`src/rtl/vcmp_pkg.sv`:
```
package vcmp_pkg;

    localparam int LANES   = 4;
    localparam int LANE_W  = 32;
    localparam int VEC_W   = LANES * LANE_W;
    localparam int NIB_W   = 4;

    typedef logic [LANE_W-1:0] lane_t;
    typedef logic [VEC_W-1:0]  vec_t;
    typedef logic [LANES-1:0]  lane_flags_t;
    typedef logic [NIB_W-1:0]  nib_t;

    typedef struct packed {
        logic all_ne;
        logic none_ne;
    } summary_t;

    typedef struct packed {
        vec_t mask;
        nib_t nib;
        logic res_we;
        logic cond_we;
        logic fault;
    } cmp_result_t;

    localparam cmp_result_t RESULT_IDLE = '{default: '0};

    function automatic lane_t lane_fill(input logic ne);
        return ne ? {LANE_W{1'b1}} : {LANE_W{1'b0}};
    endfunction

    // Summary layout: every-lane-differs, pad, no-lane-differs, pad
    function automatic nib_t pack_summary(input summary_t s);
        return {s.all_ne, 1'b0, s.none_ne, 1'b0};
    endfunction

endpackage

```
`src/rtl/vcmp_lane.sv`:
```
module vcmp_lane
    import vcmp_pkg::*;
(
    input  lane_t a_word,
    input  lane_t b_word,
    output logic  ne,
    output lane_t fill
);
    always_comb begin
        ne   = (a_word != b_word);
        fill = lane_fill(ne);
    end
endmodule

```
`src/rtl/vcmp_reduce.sv`:
```
module vcmp_reduce
    import vcmp_pkg::*;
(
    input  lane_flags_t lane_ne,
    output summary_t    summ,
    output nib_t        nib
);
    always_comb begin
        summ.all_ne  = &lane_ne;
        summ.none_ne = ~|lane_ne;
        nib          = pack_summary(summ);
    end
endmodule

```
`src/rtl/vcmp_outreg.sv`:
```
module vcmp_outreg
    import vcmp_pkg::*;
(
    input  logic        clk,
    input  logic        rst,
    input  logic        in_valid,
    input  logic        rec_en,
    input  logic        vec_on,
    input  vec_t        mask_d,
    input  nib_t        nib_d,
    output cmp_result_t q
);
    cmp_result_t d;
    logic        fire;

    always_comb begin
        fire      = in_valid && vec_on;
        d         = RESULT_IDLE;
        d.fault   = in_valid && !vec_on;
        if (fire) begin
            d.mask   = mask_d;
            d.res_we = 1'b1;
            if (rec_en) begin
                d.nib     = nib_d;
                d.cond_we = 1'b1;
            end
        end
    end

    always_ff @(posedge clk) begin
        if (rst) q <= RESULT_IDLE;
        else     q <= d;
    end
endmodule

```
`src/rtl/vec_ne_cmp.sv`:
```
module vec_ne_cmp
    import vcmp_pkg::*;
(
    input  logic         clk,
    input  logic         rst,
    input  logic         in_valid,
    input  logic [127:0] opnd_a,
    input  logic [127:0] opnd_b,
    input  logic         rec_en,
    input  logic         vec_on,
    output logic [127:0] res_mask,
    output logic         res_we,
    output logic [3:0]   cond_nib,
    output logic         cond_we,
    output logic         unavail_fault
);
    lane_flags_t lane_ne;
    vec_t        mask_c;
    summary_t    summ;
    nib_t        nib_c;
    cmp_result_t r_q;

    for (genvar i = 0; i < LANES; i++) begin : g_lane
        vcmp_lane u_lane (
            .a_word (opnd_a[i*LANE_W +: LANE_W]),
            .b_word (opnd_b[i*LANE_W +: LANE_W]),
            .ne     (lane_ne[i]),
            .fill   (mask_c[i*LANE_W +: LANE_W])
        );
    end

    vcmp_reduce u_reduce (
        .lane_ne (lane_ne),
        .summ    (summ),
        .nib     (nib_c)
    );

    vcmp_outreg u_outreg (
        .clk      (clk),
        .rst      (rst),
        .in_valid (in_valid),
        .rec_en   (rec_en),
        .vec_on   (vec_on),
        .mask_d   (mask_c),
        .nib_d    (nib_c),
        .q        (r_q)
    );

    assign res_mask      = r_q.mask;
    assign res_we        = r_q.res_we;
    assign cond_nib      = r_q.nib;
    assign cond_we       = r_q.cond_we;
    assign unavail_fault = r_q.fault;
endmodule

```
`config.mk`:
```
export PLATFORM = sky130hd
export DESIGN_NAME = vec_ne_cmp
export DESIGN_NICKNAME = d
export VERILOG_FILES = /design/src/rtl/vcmp_pkg.sv /design/src/rtl/vcmp_lane.sv /design/src/rtl/vcmp_reduce.sv /design/src/rtl/vcmp_outreg.sv /design/src/rtl/vec_ne_cmp.sv
export SDC_FILE = /design/constraint.sdc
export NUM_CORES = 1
export LEC_CHECK = 0
export BUFFER_PORTS_ARGS = -buffer_cell sky130_fd_sc_hd__buf_2
export CAP_MARGIN = 0
export CORE_AREA = 2 2 152 154
export CTS_BUF_LIST = sky130_fd_sc_hd__clkbuf_8
export DETAILED_ROUTE_END_ITERATION = 6
export DIE_AREA = 0 0 154 156
export GPL_ROUTABILITY_DRIVEN = 0
export PLACE_DENSITY_LB_ADDON = 0.12
export SLEW_MARGIN = 20
export SYNTH_ARGS = -nofsm -noshare
export SYNTH_HDL_FRONTEND = slang
export SYNTH_SLANG_ARGS = --single-unit
```
`constraint.sdc`:
```
create_clock -name clk -period 1.1 [get_ports clk]
set_input_delay 0 -clock clk [delete_from_list [all_inputs] [get_ports clk]]
set_output_delay 0 -clock clk [all_outputs]
set_load 0.05 [all_outputs]
```
==> impl_metrics.ini <==
[outcome]
outcome = complete, but fails checks
violations = DRC, setup timing

[floorplanning]
dieWidth_um = 154
core_area_sq_um = 22400
rows = 55
io_pins = 396
fp.dieArea_sq_um = 24000
initial_core_util_pct = 11.6
die_y_um = 156

[routing]
viasPerCell = 3.35
first_iter_violations = 42
drtPass1Iterations = 5
wl_per_cell_um = 11.8
vias = 3002
wl_um = 10600
drtAntennaViolNets = 0
drc = 1

[clock_network]
cts_buffers = 3
cts_tree = yes
htreeDepth = 1
cts_root_buf = clkbuf_8
clkSinkCount = 9
max-clock-path-buffers = 2
clkTransAtPathRegs_ps = 40

[sta]
rsz0062_at_grt = true
postLayoutSetupSlackWorst_ps = -29.2
hold_violations = 0
finalMaxSlewViolations = 0
fmax_ghz = 0.886
post-route-period-util_pct = 103
tns_ps = -29.2
final-setup-viol-count = 1
period_needed_ps = 1130

[final_layout]
antenna_cells = 0
top_register = u_outreg.q
final_layout_size_suffix_gt1_share_pct = 72.5
layout-area-overhead-vs-synth_pct = 69.4
nets = 872
largest_reg_flops = 9
postLayoutCoreUtil_pct = 19.7
fillerInstances = 2539
final_cells = 895
top_regs = u_outreg.q (9)

[job]
maxCapViolations = 0

[hold_path]
hold_path.startpoint = rec_en
hp-class = input pin to flip-flop

[power_and_ir_drop]
p_leak_nw = 2.54
power_density_nw_per_um2 = 608
ir_drop_mv = 0.219

[global_routing]
grt_use_total_pct = 7.71
grt_start_max_net_pins = 33
grt.overflow.total = 0
grt_pass1_vias = 2888
grt_pass1_wl_um = 14400
antenna_found_initial = 1

[synth]
syn_inst = 320
avgSynthCellArea_sq_um = 8.11
ys_warn_count = 0
seq_area_frac_synth_pct = 6.94
synth_seq_cells = 9
syn_area_sq_um = 2590
yosysUniqueCellTypes = 14

[critical_path]
crit_arrival_ps = 1300
critPathMaxFanout = 3
worstPathRequired_ps = 1270
cp-end-kind = flip-flop
path_class = input pin to flip-flop
crit_path_start_kind = input pin
cp-startpoint = opnd_b[2]

[placement]
portBuffers = 393
hpwl_um = 10100
dp_cells = 887
==> placed cells by master (no fill, tap or decap) <==
| cell type | Yosys | layout |
|---|---|---|
| buf_12 | 0 | 2 |
| dfxtp_1 | 9 | 5 |
| buf_8 | 0 | 1 |
| xor2_4 | 0 | 1 |
| nor4_2 | 2 | 15 |
| dfxtp_2 | 0 | 2 |
| and4_1 | 1 | 1 |
| conb_1 | 1 | 2 |
| nor2_1 | 8 | 3 |
| buf_4 | 126 | 15 |
| and2_1 | 1 | 1 |
| nor3b_1 | 1 | 1 |
| nor4_4 | 0 | 1 |
| buf_6 | 0 | 4 |
| o21ai_2 | 0 | 1 |
| buf_2 | 0 | 387 |
| clkbuf_8 | 0 | 3 |
| nor4_1 | 32 | 18 |
| inv_2 | 1 | 1 |
| nor2_4 | 0 | 3 |
| xor2_2 | 0 | 2 |
| inv_1 | 0 | 1 |
| xor2_1 | 128 | 125 |
| nand3b_1 | 1 | 1 |
| dfxtp_4 | 0 | 2 |
| dlygate4sd3_1 | 0 | 2 |
| nand4_1 | 8 | 8 |
| nor2_2 | 0 | 2 |
==> routing by layer <==
metal  up-vias  routed length (um)  GRT usage (%)  part of all wire, %
met5         -                   0              0                    0
met4         0                 141           1.74                  1.3
met3        10                 926           1.94                  8.7
met2       214                6140           16.3                   58
met1      1283                3380           7.34                   32
li1       1495                   -              -                    -
==> report_power, final <==
group,total (mW),switching [mW],internal [mW]
clock network,0.378,0.135,0.244
registers,0.355,0.0191,0.336
logic,1.94,1.21,0.731
total,2.67,1.36,1.31
==> critical path: stages <==
cell	delay [ps]
buf_2	100
xor2_1	150
nor4_1	310
buf_4	160
nand4_1	110
nor2_2	170
buf_6	130
and4_1	180
==> stage by stage <==
step	power [mW]	setup WS (ps)	hold slack (ps)	cell area, sq um
global route	2.86	-174	65.9	4400
global placement	2.23	-398	235	4110
detailed placement	2.24	-445	232	4110
CTS	2.68	-51.1	59.7	4280
floorplan	1.68	64.1	75.1	2600
finish	2.67	-29.2	64.9	4400
==> synthesized netlist by cell type <==
master	n	share of area, %
and2_1	1	0.24
and4_1	1	0.34
buf_4	126	36
conb_1	1	0.14
dfxtp_1	9	6.9
inv_2	1	0.14
nand3b_1	1	0.29
nand4_1	8	1.9
nor2_1	8	1.2
nor3b_1	1	0.29
nor4_1	32	7.7
nor4_2	2	0.96
o21ai_1	1	0.19
xor2_1	128	43
==> timing repair <==
action | 4_1_cts | 5_1_grt
setup buffers | 0 | 2
endpoints found under the hold margin | 1 | 0
gates resized for setup | 21 | 17
endpoints found under the setup margin | 70 | 5
hold buffers | 2 | 0
pin swaps | 14 | 12
==> final timing paths <==
path	end	slack, ps	depth (start not counted)
max	u_outreg.q[4]$_SDFF_PP0_	-30	8
min	u_outreg.q[1]$_SDFF_PP0_	60	2
==> final cells by class <==
class / count / area (sq um) / share of cell area (%)
sequential: 9 / 190 / 4.33
clock inverter: 1 / 3.75 / 0.0854
multi-input combinational: 185 / 1630 / 37.1
timing repair buffer: 411 / 2170 / 49.4
clock buffer: 3 / 41.3 / 0.939
tap: 285 / 357 / 8.11
inverter: 1 / 3.75 / 0.0854
==> cells by family after synthesis <==
logic type | share of synthesized area, %
simple gates | 12.9
other cells | 0.145
flops | 6.94
buf+inv | 36.6
xor+xnor | 43.2
compound gates | 0.193
(Power assumes the default switching activity.)
